`src/rtl/rr_pkg.sv`:
```
package rr_pkg;
    localparam int DESC_W   = 256;
    localparam int NUM_Q    = 14;
    localparam int QW       = $clog2(NUM_Q);
    localparam int ADDR_W   = 40;
    localparam int RM_LSB   = 40;
    localparam int RM_W     = 4;
    localparam int TY_LSB   = 70;
    localparam int TY_W     = 3;
    localparam int ERR_BIT  = 95;
    localparam int CODE_LSB = 252;
    localparam int CODE_W   = 4;

    localparam int Q_BUF   = 0;
    localparam int Q_LINK0 = 1;
    localparam int Q_FW    = 5;
    localparam int Q_SW0   = 6;
    localparam int Q_ERR   = 13;

    localparam logic [CODE_W-1:0] EC_BUF_TO_LINK = 4'd1;
    localparam logic [CODE_W-1:0] EC_LINK_TO_BUF = 4'd2;
    localparam logic [CODE_W-1:0] EC_ILLEGAL     = 4'd3;

    typedef enum logic [0:0] {
        ST_EMPTY = 1'b0,
        ST_FULL  = 1'b1
    } hold_state_e;
endpackage

```
`src/rtl/rr_classify.sv`:
```
module rr_classify
    import rr_pkg::*;
(
    input  logic [DESC_W-1:0] desc_i,
    output logic              is_null_o,
    output logic [QW-1:0]     qsel_o,
    output logic [DESC_W-1:0] desc_o
);
    logic [RM_W-1:0]   rm;
    logic [TY_W-1:0]   ty;
    logic              is_bm;
    logic              is_link;
    logic              err;
    logic [CODE_W-1:0] code;
    logic [QW-1:0]     q;

    assign rm        = desc_i[RM_LSB +: RM_W];
    assign ty        = desc_i[TY_LSB +: TY_W];
    assign is_null_o = (desc_i[ADDR_W-1:0] == '0);

    always_comb begin
        is_bm   = (rm <= 4'd3) || (rm == 4'd12);
        is_link = (ty == 3'd1) || (ty == 3'd2) || (ty == 3'd4);
        err     = 1'b0;
        code    = '0;
        q       = QW'(Q_ERR);
        if (rm > 4'd12) begin
            err  = 1'b1;
            code = EC_ILLEGAL;
        end else if (is_bm && (ty > 3'd4)) begin
            err  = 1'b1;
            code = EC_ILLEGAL;
        end else if (rm == 4'd4) begin
            q = QW'(Q_FW);
        end else if (!is_bm) begin
            q = QW'(Q_SW0 + int'(rm) - 5);
        end else if (ty == 3'd3) begin
            q = QW'(Q_FW);
        end else if (rm == 4'd0) begin
            if (is_link) begin
                err  = 1'b1;
                code = EC_LINK_TO_BUF;
            end else begin
                q = QW'(Q_BUF);
            end
        end else if (!is_link) begin
            err  = 1'b1;
            code = EC_BUF_TO_LINK;
        end else if (rm == 4'd12) begin
            q = QW'(Q_LINK0 + 3);
        end else begin
            q = QW'(Q_LINK0 + int'(rm) - 1);
        end

        desc_o          = desc_i;
        desc_o[ERR_BIT] = err;
        if (err) begin
            desc_o[CODE_LSB +: CODE_W] = code;
        end
        qsel_o = q;
    end
endmodule

```
`src/rtl/rr_hold.sv`:
```
module rr_hold
    import rr_pkg::*;
(
    input  logic              clk,
    input  logic              rst_n,
    input  logic              in_valid,
    input  logic              in_null,
    input  logic [QW-1:0]     in_qsel,
    input  logic [DESC_W-1:0] in_desc,
    input  logic              sel_ready,
    output logic              in_ready,
    output logic              hold_valid,
    output logic [QW-1:0]     hold_qsel,
    output logic [DESC_W-1:0] hold_desc,
    output logic              null_seen
);
    hold_state_e state, state_nx;
    logic out_fire;
    logic take;
    logic drop;

    // output process
    always_comb begin
        hold_valid = (state == ST_FULL);
        out_fire   = hold_valid && sel_ready;
        in_ready   = (state == ST_EMPTY) || out_fire;
        take       = in_valid && in_ready && !in_null;
        drop       = in_valid && in_ready && in_null;
    end

    always_comb begin
        state_nx = state;
        unique case (state)
            ST_EMPTY: state_nx = take ? ST_FULL : ST_EMPTY;
            ST_FULL:  state_nx = (out_fire && !take) ? ST_EMPTY : ST_FULL;
            default:  state_nx = ST_EMPTY;
        endcase
    end

    // state register
    always_ff @(posedge clk or negedge rst_n) begin
        if (!rst_n) state <= ST_EMPTY;
        else        state <= state_nx;
    end

    always_ff @(posedge clk or negedge rst_n) begin
        if (!rst_n) begin
            hold_qsel <= '0;
            hold_desc <= '0;
            null_seen <= 1'b0;
        end else begin
            if (take) begin
                hold_qsel <= in_qsel;
                hold_desc <= in_desc;
            end
            if (drop) null_seen <= 1'b1;
        end
    end

    AST_STALL_HOLDS: assert property (@(posedge clk) disable iff (!rst_n)
        (hold_valid && !sel_ready) |=> (hold_valid && $stable(hold_desc) && $stable(hold_qsel)));
    AST_STALL_BLOCKS: assert property (@(posedge clk) disable iff (!rst_n)
        (hold_valid && !sel_ready) |-> !in_ready);
    AST_NULL_STICKY: assert property (@(posedge clk) disable iff (!rst_n)
        null_seen |=> null_seen);
    AST_NULL_NOLOAD: assert property (@(posedge clk) disable iff (!rst_n)
        (in_valid && in_null && !hold_valid) |=> !hold_valid);
endmodule

```
`src/rtl/desc_return_router.sv`:
```
module desc_return_router
    import rr_pkg::*;
(
    input  logic              clk,
    input  logic              rst_n,
    input  logic              in_valid,
    output logic              in_ready,
    input  logic [DESC_W-1:0] in_desc,
    output logic [NUM_Q-1:0]  out_valid,
    input  logic [NUM_Q-1:0]  out_ready,
    output logic [DESC_W-1:0] out_desc,
    output logic              null_drop_seen
);
    logic              c_null;
    logic [QW-1:0]     c_qsel;
    logic [DESC_W-1:0] c_desc;
    logic              hold_valid;
    logic [QW-1:0]     hold_qsel;
    logic [NUM_Q-1:0]  sel_oh;
    logic              sel_ready;

    rr_classify u_classify (
        .desc_i    (in_desc),
        .is_null_o (c_null),
        .qsel_o    (c_qsel),
        .desc_o    (c_desc)
    );

    genvar g;
    generate
        for (g = 0; g < NUM_Q; g++) begin : g_qsel
            assign sel_oh[g]    = (hold_qsel == QW'(g));
            assign out_valid[g] = hold_valid && sel_oh[g];
        end
    endgenerate

    assign sel_ready = |(sel_oh & out_ready);

    rr_hold u_hold (
        .clk        (clk),
        .rst_n      (rst_n),
        .in_valid   (in_valid),
        .in_null    (c_null),
        .in_qsel    (c_qsel),
        .in_desc    (c_desc),
        .sel_ready  (sel_ready),
        .in_ready   (in_ready),
        .hold_valid (hold_valid),
        .hold_qsel  (hold_qsel),
        .hold_desc  (out_desc),
        .null_seen  (null_drop_seen)
    );

    AST_ONE_QUEUE: assert property (@(posedge clk) disable iff (!rst_n)
        $onehot0(out_valid));
    AST_ERR_MARKED: assert property (@(posedge clk) disable iff (!rst_n)
        out_valid[Q_ERR] |-> (out_desc[ERR_BIT] && (out_desc[CODE_LSB +: CODE_W] != '0)));
    AST_CLEAN_FLAG: assert property (@(posedge clk) disable iff (!rst_n)
        (|out_valid[Q_ERR-1:0]) |-> !out_desc[ERR_BIT]);
    AST_NO_NULL_OUT: assert property (@(posedge clk) disable iff (!rst_n)
        (|out_valid) |-> (out_desc[ADDR_W-1:0] != '0));
endmodule

```
`config.mk`:
```
export PLATFORM = sky130hd
export DESIGN_NAME = desc_return_router
export DESIGN_NICKNAME = d
export VERILOG_FILES = /design/src/rtl/rr_pkg.sv /design/src/rtl/rr_classify.sv /design/src/rtl/rr_hold.sv /design/src/rtl/desc_return_router.sv
export SDC_FILE = /design/constraint.sdc
export NUM_CORES = 1
export LEC_CHECK = 0
export BUFFER_PORTS_ARGS = -buffer_cell sky130_fd_sc_hd__buf_2
export CAP_MARGIN = 20
export CELL_PAD_IN_SITES_DETAIL_PLACEMENT = 0
export CELL_PAD_IN_SITES_GLOBAL_PLACEMENT = 1
export CORE_AREA = 2 2 210 212
export DETAILED_ROUTE_END_ITERATION = 6
export DIE_AREA = 0 0 212 214
export MAX_ROUTING_LAYER = met4
export PLACE_DENSITY = 0.71
export SYNTH_ARGS = -nofsm -noshare
export SYNTH_HDL_FRONTEND = slang
export SYNTH_SLANG_ARGS = --single-unit
export TNS_END_PERCENT = 50
```
`constraint.sdc`:
```
create_clock -name clk -period 2.6 [get_ports clk]
set_input_delay 0.39 -clock clk [delete_from_list [all_inputs] [get_ports clk]]
set_output_delay 0.39 -clock clk [all_outputs]
set_load 0.005 [all_outputs]
```
==> metrics, run 1 <==
outcome finished clean; Min-Delay Path Class primary input to flip-flop; Worst Setup End Kind output pin; total global-route track usage between 10% and 20%; Reg area 6560 µm²; DP Cell Count 1809; ys async rst share 100%; Crit Path Class flip-flop to output pin; largest net degree at the start of global routing 68; Tcrit/Tclk final 96.5%; Core Box Area 42900 µm²; Top Ports 545; vias in the first global route 8402; routed wire length 32000 µm; Vias/cell about 4.2; EDFF count, synth 0; Worst path max stage delay 390 ps; Placed Area 14000 µm²; CTS Sinks 262; count leader, synth dfrtp_1; CP max stage cell dfrtp_1; IR Drop Worst-Case VDD 0.000613 V; count of different cell masters after synthesis 44; synthesis-to-finish area growth 44.0%; Yosys top cell by area dfrtp_1; initial antenna violation count 3; Pre-antenna DRT Iters 4; P per Cell Area 1250 nW/µm²; ranking of synthesized cells by area dfrtp_1 (63%), mux2_1 (21%), mux2_2 (6.7%); Crit Path Max Fanout 5; CP Launch Type flip-flop; Mapped Cells 692; drt first-iter violations between 300 and 400; sequential fraction of the synthesis area 62.6%; detailed placer's ending HPWL 24900 µm; Rel. slew slack 65.0%; crit path DAT 2120 ps; post-layout min period about 2500 ps; grt ovf 0; Finished Layout Cells 1866; maximum level of the CTS H-tree 1; f_max 399 MHz; Initial Util 24.4%; antenna viol nets, final 0; max_cap viols 0; top cells by count, synth dfrtp_1 (262), mux2_1 (192), mux2_2 (62); fin nets 1535; #FFs+latches synth 262; CTS Buf Count 30; Final Cell Area 15100 µm²; # port buffers between 500 and 600; Vias 7823; worst-margin pin slew 525 ps; Total Power 18.8 mW; DRC Markers 0; Root Driver clkbuf_16; Fin. Hold Viols 0; worst-skew pair later-pin latency 560 ps; syn nets 969; R2R setup slack ~110 ps; Yosys warnings 0; num rows 76; RePlAce Congestion 0.888; maximum buffer depth of the clock tree 3; top cell type's share of synthesized area 62.6%; Post-Syn Area between 10000 and 15000 µm²; Critical Path RT 2210 ps; layout cell share with drive strength beyond 1 53.8%; Final setup viols 0; Cell Chain, Critical Path buf_4 > mux2_2 > a31o_2 > o22ai_4 > nand2_2 > buf_2; Die Y ~210 µm; Multi-input gate area 3670 µm²; first-pass GRT wire length 48600 µm; Slew Viols, Final 0; die area 45400 µm²; RSZ-0062 raised after global routing yes; CTS tree done; Main synth FF type dfrtp_1; syn_area_per_cell 15.1 µm²; Routed wire per std cell about 17 µm; Clock transition at path regs 60 ps; Leakage about 7.2 nW; die span in x 212 µm; Fillers 4327; Layout Skew 11.9 ps
[per-stage QoR]
stage                     hold WS (ps)  utilization, %  TNS, ps  setup WS, ps
after floorplan                   94.4               -        0           341
after global placement             385            32.6   -55650          -282
after detailed placement           389            32.6   -57490          -302
after CTS                         7.15            35.1        0          10.3
after global routing              16.6            35.1    -21.0         -21.0
final                             37.7            35.1        0          90.6
[repair_timing]
action                                  in CTS  in global routing
hold buffers                                 1                  0
resized for setup                            2                  8
endpoints found under the hold margin       50                  0
pin swaps                                    2                  0
endpoints found under the setup margin     258                131
buffers inserted                             1                  0
[critical path, delay by kind of cell (launching register included)]
family | cells | cell delay, ps
mux | 1 | 340
buf+inv | 2 | 310
compound gates | 2 | 410
simple gates | 1 | 100
flops | 1 | 390
[final cells by class]
class                   count  share of cell area (%)
multi-input cells         378                    24.3
repair buffers            574                    20.4
clock buffers              45                    5.76
clock inverters             8                   0.797
inverters                  12                   0.299
well taps                 585                    4.86
diodes                      2                  0.0332
flip-flops and latches    262                    43.5
[report_power, final]
part           leakage (nW)  internal (mW)  switching (mW)
logic                  3.68           3.95            3.38
registers              3.07           6.21            1.05
clock network         0.477           2.58            1.64
total                  7.22           12.7            6.08
[state kept, by name, indices dropped and copies added, names as in the netlist]
register	cells
u_hold.hold_desc	256
u_hold.hold_qsel	4
u_hold.hold_valid	1
u_hold.null_seen	1
[logic make-up (layout without fill, tap and decap cells)]
group | count (synthesis) | in the layout | synth area share, %
buf+inv | 52 | 639 | 2.70
flops | 262 | 262 | 62.6
compound gates | 40 | 40 | 2.62
fa+ha+maj | 4 | 4 | 0.478
mux | 259 | 259 | 27.8
xor+xnor | 3 | 3 | 0.251
other cells | 0 | 2 | 0
simple gates | 72 | 72 | 3.50
[placed cells by master (no fill, tap or decap), types with 5 or more instances in the layout]
master and count:
buf_2 542, dfrtp_1 261, mux2_1 192, mux2_2 62
clkbuf_16 31, nor2_1 23, buf_4 22, inv_1 11
o21ai_0 11, nor4_1 11, clkbuf_1 10, nand2_1 9
nand3_1 7, nor3_1 6, buf_12 6, mux2i_1 5
[metal layers]
layer | part of all wire, % | up-vias | GRT usage (%) | wire length [µm]
met2 | 52 | 250 | 24.6 | 16700
li1 | - | 3608 | - | -
met4 | 2.7 | 0 | 4.98 | 862
met5 | 0 | - | - | 0
met1 | 41 | 3911 | 16.7 | 13000
met3 | 4.6 | 54 | 2.13 | 1470
[path summary, 6_finish.rpt]
path,from,cells after the start,to
worst min register to register,u_hold.hold_desc[2],1,u_hold.hold_desc[2]
max in group asynchronous,rst_n,3,u_hold.hold_desc[201]
worst min-delay path,in_desc[62],2,u_hold.hold_desc[62]
worst max-delay path,u_hold.hold_qsel[1],6,in_ready
min in group asynchronous,rst_n,2,u_hold.hold_desc[129]
worst max register to register,u_hold.hold_qsel[1],7,u_hold.hold_desc[35]
(Power assumes the default switching activity.)
==> inputs of run 2 (changes only) <==
clock period = 2.67 ns   (was 2.6 ns; I/O delays follow)
==> run 2 against run 1 <==
  * Die area unchanged
  * Power decreased by 3.0%
  * Combinational power decreased by 4.0%
  * Critical path depth unchanged
  * Sequential share of layout area increased by 0.11 points
  * Global-route usage decreased by 0.075 points
  * Register-to-register slack improved by 80 ps
  * Count of clock-buffer cells in the layout decreased by 4
  * Via count decreased by 0.26%
  * Cell count about the same
  * Flip-flop and latch count unchanged
  * Clock power decreased by 2%
  * Critical endpoint unchanged
==> metrics, run 2 (synthesis gave the netlist of run 1 again) <==
Worst path max stage delay 350 ps (-40 ps); Finished Layout Cells 1865 (-0.054%); CTS tree done; final core occ 35.1% (-0.085 points); Routed wire per std cell 17.1 µm (about the same); Setup TNS 0 ps (unchanged); Initial Util 24.4% (unchanged); f_max 391 MHz; Worst Setup End Kind output pin; P per Cell Area 1210 nW/µm² (-2.8%); DRC Markers 0 (unchanged); die span in x 212 µm (unchanged); Min-Delay Path Class primary input to flip-flop; Final setup viols 0 (unchanged); Total Power 18.3 mW (-3.0%); drt first-iter violations 238 (-28%); Fin. Hold Viols 0 (unchanged); grt ovf 0 (unchanged); RSZ-0062 raised after global routing no; vias in the first global route 8338 (-0.76%); Crit Path Class flip-flop to output pin; Vias 7803 (-0.26%); Core Box Area 42900 µm² (unchanged); Reg with most FFs u_hold.hold_desc; post-layout min period 2560 ps; commonest non-fill, non-tap cell in the layout buf_2; crit path DAT 2160 ps (+40 ps); hold slack final 65.1 ps (+27.5 ps); max_cap viols 0 (unchanged); detailed placer's ending HPWL 24800 µm (-0.38%); num rows 76 (unchanged); Root Driver clkbuf_16; Vias/cell 4.18 (-0.20%); maximum level of the CTS H-tree 1 (unchanged); antenna viol nets, final 0 (unchanged); total global-route track usage 14.1% (-0.075 points); Tcrit/Tclk final 95.8%; outcome finished clean; routed wire length 31900 µm (-0.15%); initial antenna violation count 6 (+3); die area 45400 µm² (unchanged); number of flip-flops under the largest register name 256 (unchanged); IR Drop Worst-Case VDD 0.000701 V (+14%); largest net degree at the start of global routing 75 (+10%); CP max stage cell dfrtp_1; worst-margin pin slew 631 ps (+105 ps); CP Launch Type flip-flop; CTS Sinks 262 (unchanged); most frequent cells in the layout buf_2 (542), dfrtp_1 (261), mux2_1 (192); first-pass GRT wire length 48600 µm (about the same); Final Cell Area 15000 µm² (-0.24%); Clock transition at path regs 60 ps (about the same); Crit Path Max Fanout 13 (+8); Placed Area 14000 µm² (-0.18%); fin nets 1530 (-0.33%); Slew Viols, Final 0 (unchanged); synthesis-to-finish area growth 43.7%; Rel. slew slack 58.0% (-7.0 points); DP Cell Count 1804 (-0.28%); Top Ports 545 (unchanged); Pre-antenna DRT Iters 4 (unchanged); maximum buffer depth of the clock tree 3 (unchanged); RePlAce Congestion 0.870 (-2.0%); Critical Path RT 2270 ps (+60 ps); layout cell share with drive strength beyond 1 53.6% (-0.14 points); Cell Chain, Critical Path buf_4 > mux2_2 > a31o_2 > o22ai_4 > nand2_1 > buf_2; worst-skew pair later-pin latency 550 ps (about the same); biggest regs u_hold.hold_desc x256, u_hold.hold_qsel x4; Leakage 7.20 nW (-0.30%); # port buffers 543 (unchanged); Die Y 214 µm (unchanged); Post-Place Worst Slack -299 ps (+2.42 ps); CTS Buf Count 29 (-3.3%); Worst Slack Setup Final 112 ps (+21.3 ps); Layout Skew 8.39 ps (-3.47 ps)
run 2: changes by cell type in the layout (fill, tap and decap cells not counted), moves of 2 or more:
cell,previous run,this run
buf_4,22,17
clkbuf_1,10,7
diode_2,2,5
buf_12,6,9
clkinv_2,3,5
clkbuf_16,31,29
buf_16,2,0
run 2: final cells by class:
| type | instances | area, µm² |
|---|---|---|
| fill | 4310 | 27900 |
| sequential | 262 | 6560 |
| multi-input combinational | 378 | 3650 |
| timing repair buffer | 570 | 3050 |
| clock buffer | 41 | 821 |
| tap | 585 | 732 |
| clock inverter | 12 | 168 |
| inverter | 12 | 45.0 |
| antenna | 5 | 12.5 |
run 2: power by group:
group	leakage [nW]	switching (mW)	total, mW	internal, mW
Clock	0.478	1.61	4.13	2.52
Sequential	3.07	1.03	7.08	6.05
Combinational	3.65	3.26	7.05	3.79
Total	7.20	5.90	18.3	12.4
run 2: critical path: cells and delay by family (launching register included):
family                 cells  cell delay (ps)
AOI/OAI and AO/OA          2              420
buffers and inverters      2              360
DFF                        1              350
muxes                      1              350
and+or+nand+nor            1              130
run 2: path summary, 6_finish.rpt:
| path | startpoint | slack, ps | cells after the start | endpoint |
|---|---|---|---|---|
| min in group asynchronous | rst_n | 460 | 2 | u_hold.hold_desc[60] |
| setup / recovery | u_hold.hold_qsel[1] | 110 | 6 | in_ready |
| hold reg to reg | u_hold.hold_desc[45] | 480 | 1 | u_hold.hold_desc[45] |
| hold / removal | in_desc[207] | 70 | 2 | u_hold.hold_desc[207] |
| setup reg to reg | u_hold.hold_qsel[0] | 190 | 7 | u_hold.hold_desc[53] |
| max in group asynchronous | rst_n | 1470 | 3 | u_hold.hold_desc[240] |
run 2: layer usage:
layer  GRT usage (%)  part of all wire [%]  wire (µm)  up-vias
met5               -                     0          0        -
met2            24.6                    52      16700      245
li1                -                     -          -     3603
met3            1.89                   4.4       1400       59
met1            16.6                    40      12900     3896
met4            5.12                   2.8        899        0
run 2: repair_timing:
item / CTS / global route
endpoints found under the hold margin: 66 / 0
buffers inserted: 2 / 0
resized for setup: 2 / 2
hold buffers: 1 / 0
endpoints found under the setup margin: 255 / 122
pin swaps: 1 / 0
==> inputs of run 3 (changes only) <==
CORE_AREA = 2 2 214 216   (was 2 2 210 212)
DIE_AREA = 0 0 216 218   (was 0 0 212 214)
PLACE_DENSITY = 0.77   (was 0.71)
SYNTH_HIERARCHICAL = 1   (was unset)
==> run 3 against run 2 <==
  * The run now ends with setup timing left
  * First-iteration DRC count is 48% higher
  * Setup slack worse by 180 ps
  * Cell count is 1.2% higher
  * Clock power is 3% higher
  * Synthesized cell count is 34% higher
  * Via count is 1.6% higher
  * Combinational power is 34% higher
  * Critical path depth is 2 higher
  * Synthesized area is 27% higher
  * Die area is 3.8% higher
  * Largest power group is now combinational cells
  * Highest routed layer unchanged
==> metrics, run 3 <==
Crit Path Max Fanout 4 (-9); top cells by count, synth dfrtp_1 (262), buf_4 (255), mux2_4 (200); EDFF count, synth 0 (unchanged); syn nets 1204 (+24%); Slew Viols, Final 0 (unchanged); P per Cell Area 1290 nW/µm² (+6.3%); Yosys warnings 6 (+6); DP Cell Count 1819 (+0.83%); top cell type's share of synthesized area 49.3% (-13 points); post-layout min period 2730 ps (+176 ps); number of flip-flops under the largest register name 256 (unchanged); Fin. Hold Viols 0 (unchanged); Root Driver clkbuf_16; Tcrit/Tclk final 102% (+6.6 points); Main synth FF type dfrtp_1; Core Box Area 44900 µm² (+4.7%); CP Launch Type flip-flop; syn_area_per_cell 14.3 µm² (-5.2%); RSZ-0062 raised after global routing yes; hold slack final 77.3 ps (+12.2 ps); maximum level of the CTS H-tree 1 (unchanged); Worst Hold Launch in_desc[206]; Crit Path Class flip-flop to output pin; CTS Sinks 262 (unchanged); Gate power share 45.2% (+6.6 points); num rows 78 (+2.6%); #FFs+latches synth 262 (unchanged); Critical Path RT 2270 ps (about the same); layout cell share with drive strength beyond 1 71.1% (+17 points); Min-Delay Path Class primary input to flip-flop; RePlAce Congestion 0.779 (-10%); Initial Util 29.6% (+5.2 points); CTS Buf Count 29 (unchanged); Post-Place Worst Slack -342 ps (-42.8 ps); Rel. slew slack 35.1% (-23 points); Yosys top cell by area dfrtp_1; Layout Skew 17.6 ps (+9.18 ps); worst-skew pair later-pin latency 550 ps (about the same); f_max 366 MHz (-6.4%); Reg with most FFs u_hold/hold_desc; sequential fraction of the synthesis area 49.3% (-13 points); Routed wire per std cell 17.5 µm (+2.5%); max_cap viols 0 (unchanged); Clock transition at path regs 60 ps (about the same); drt first-iter violations 352 (+48%); Mapped Cells 927 (+34%); detailed placer's ending HPWL 24000 µm (-2.9%); P_int 14.6 mW (+18%); synthesis-to-finish area growth 22.2%; total global-route track usage 13.5% (-0.66 points); routed wire length 33100 µm (+3.7%); antenna viol nets, final 0 (unchanged); sequential share of power 34.6% (-4.2 points); Vias/cell 4.20 (+0.37%); largest net degree at the start of global routing 74 (-1.3%); Crit Reg-Reg Startpoint u_hold/hold_qsel[3]; grt ovf 0 (unchanged); Worst Hold Endpoint u_hold/hold_desc[206]; biggest regs u_hold/hold_desc x256, u_hold/hold_qsel x4; maximum buffer depth of the clock tree 3 (unchanged); Die Y 218 µm (+1.9%); Vias 7924 (+1.6%); worst-margin pin slew 964 ps (+334 ps); fin nets 1542 (+0.78%); die span in x 216 µm (+1.9%); Reg-to-Reg End u_hold/hold_desc[170]; die area 47100 µm² (+3.8%); most frequent cells in the layout buf_2 (541), dfrtp_1 (260), mux2_4 (200); Pre-antenna DRT Iters 4 (unchanged); clock power share 20.2% (-2.4 points); vias in the first global route 8398 (+0.72%); Top Ports 545 (unchanged); DRC Markers 0 (unchanged); Worst Setup End Kind output pin; crit path DAT 2330 ps (+170 ps); first-pass GRT wire length 49000 µm (+0.82%); FF-to-FF path depth 10 (+3); CTS tree done; switching power share of the total 30.3% (-2.0 points); ranking of synthesized cells by area dfrtp_1 (49%), mux2_4 (23%), buf_4 (14%); Worst Slack Setup Final -64.2 ps (-176 ps); Leakage 8.18 nW (+14%); final core occ 36.2% (+1.1 points); count leader, synth dfrtp_1; ys async rst share 100% (unchanged); Post-Syn Area 13300 µm² (+27%); outcome complete, but fails checks; Finished Layout Cells 1887 (+1.2%); count of different cell masters after synthesis 52 (+18%); sw power 6.35 mW (+7.7%); IR Drop Worst-Case VDD 0.000665 V (-5.1%); # port buffers 543 (unchanged); Final setup viols 1 (+1); failing checks setup timing; commonest non-fill, non-tap cell in the layout buf_2; initial antenna violation count 1 (-5); hold path depth 2 (unchanged); R2R setup slack 60 ps (-130 ps)
run 3: cell count changes after synthesis, moves of 3 or more:
cell | previous run | this run
nor2_1 | 23 | 13
buf_6 | 0 | 12
nand3b_1 | 2 | 5
buf_4 | 18 | 255
mux2_4 | 0 | 200
a21oi_1 | 5 | 1
mux2_1 | 192 | 1
o21ai_0 | 12 | 3
buf_8 | 0 | 12
nand3_1 | 7 | 4
xnor2_1 | 3 | 0
clkbuf_1 | 6 | 1
buf_2 | 15 | 9
run 3: routing by layer:
| layer | wire length [µm] | vias up | track usage (%) |
|---|---|---|---|
| li1 | - | 3609 | - |
| met1 | 13500 | 3959 | 16.3 |
| met2 | 16500 | 312 | 22.5 |
| met3 | 2250 | 44 | 3.38 |
| met4 | 776 | 0 | 3.52 |
| met5 | 0 | - | - |
run 3: worst max path at each step:
| stage | depth (start not counted) | start | end |
|---|---|---|---|
| floorplan | 11 | u_hold/hold_qsel[2] | u_hold/hold_desc[144] |
| global placement | 8 | u_hold/hold_qsel[3] | u_hold/hold_desc[31] |
| detailed placement | 9 | in_desc[32] | u_hold/hold_desc[155] |
| CTS | 8 | u_hold/hold_qsel[3] | in_ready |
| global route | 8 | u_hold/hold_qsel[3] | in_ready |
| finish | 8 | u_hold/hold_qsel[3] | in_ready |
run 3: through the flow:
| stage | area, µm² | setup TNS, ps | total power [mW] |
|---|---|---|---|
| floorplan | 13300 | 0 | 13.1 |
| global placement | 14800 | -171160 | 15.9 |
| detailed placement | 14900 | -67700 | 16.1 |
| CTS | 16100 | -850 | 21.0 |
| global route | 16200 | -181 | 22.1 |
| finish | 16200 | -64.2 | 21.0 |
run 3: repair_timing:
| item | CTS | global route |
|---|---|---|
| hold buffers | 1 | 0 |
| gates resized for setup | 21 | 9 |
| cloned | 4 | 5 |
| setup endpoints to repair | 257 | 257 |
| buffers inserted | 6 | 0 |
| endpoints found under the hold margin | 54 | 0 |
| pin swaps | 2 | 0 |
run 3: critical path, cell delays in order, from the launching register on:
cell and delay (ps):
dfrtp_2 430, buf_6 130, nand4b_1 80, o31a_1 140, o22ai_1 70, or4_1 540, nand2b_4 170, buf_6 120
buf_6 110
run 3: cells by family (layout without fill, tap and decap cells):
kind of cell    Yosys count  count (layout)  share of synthesized area [%]
compound gates           26              26                           1.62
xor+xnor                  1               1                         0.0659
fa+ha+maj                 4               4                          0.377
buf+inv                 298             656                           17.4
flops                   262             262                           49.3
mux                     268             268                           28.3
other cells               0               2                              0
simple gates             68              68                           2.91
run 3: final cells by class:
cell class	count	area [µm²]
Clock buffer	44	882
Sequential cell	262	6560
Tap cell	600	751
Multi-Input combinational cell	367	4430
Fill cell	4363	28600
Timing Repair Buffer	596	3450
Clock inverter	7	135
Antenna cell	2	5.00
Inverter	9	33.8
run 3: power groups by stage:
| stage | registers [mW] | logic, mW | clock network, mW |
|---|---|---|---|
| after detailed placement | 7.26 | 8.86 | 0 |
| after floorplan | 7.30 | 5.81 | 0 |
| after global routing | 7.51 | 10.1 | 4.52 |
| after global placement | 7.22 | 8.66 | 0 |
| after CTS | 7.26 | 9.36 | 4.36 |
| final | 7.25 | 9.48 | 4.24 |
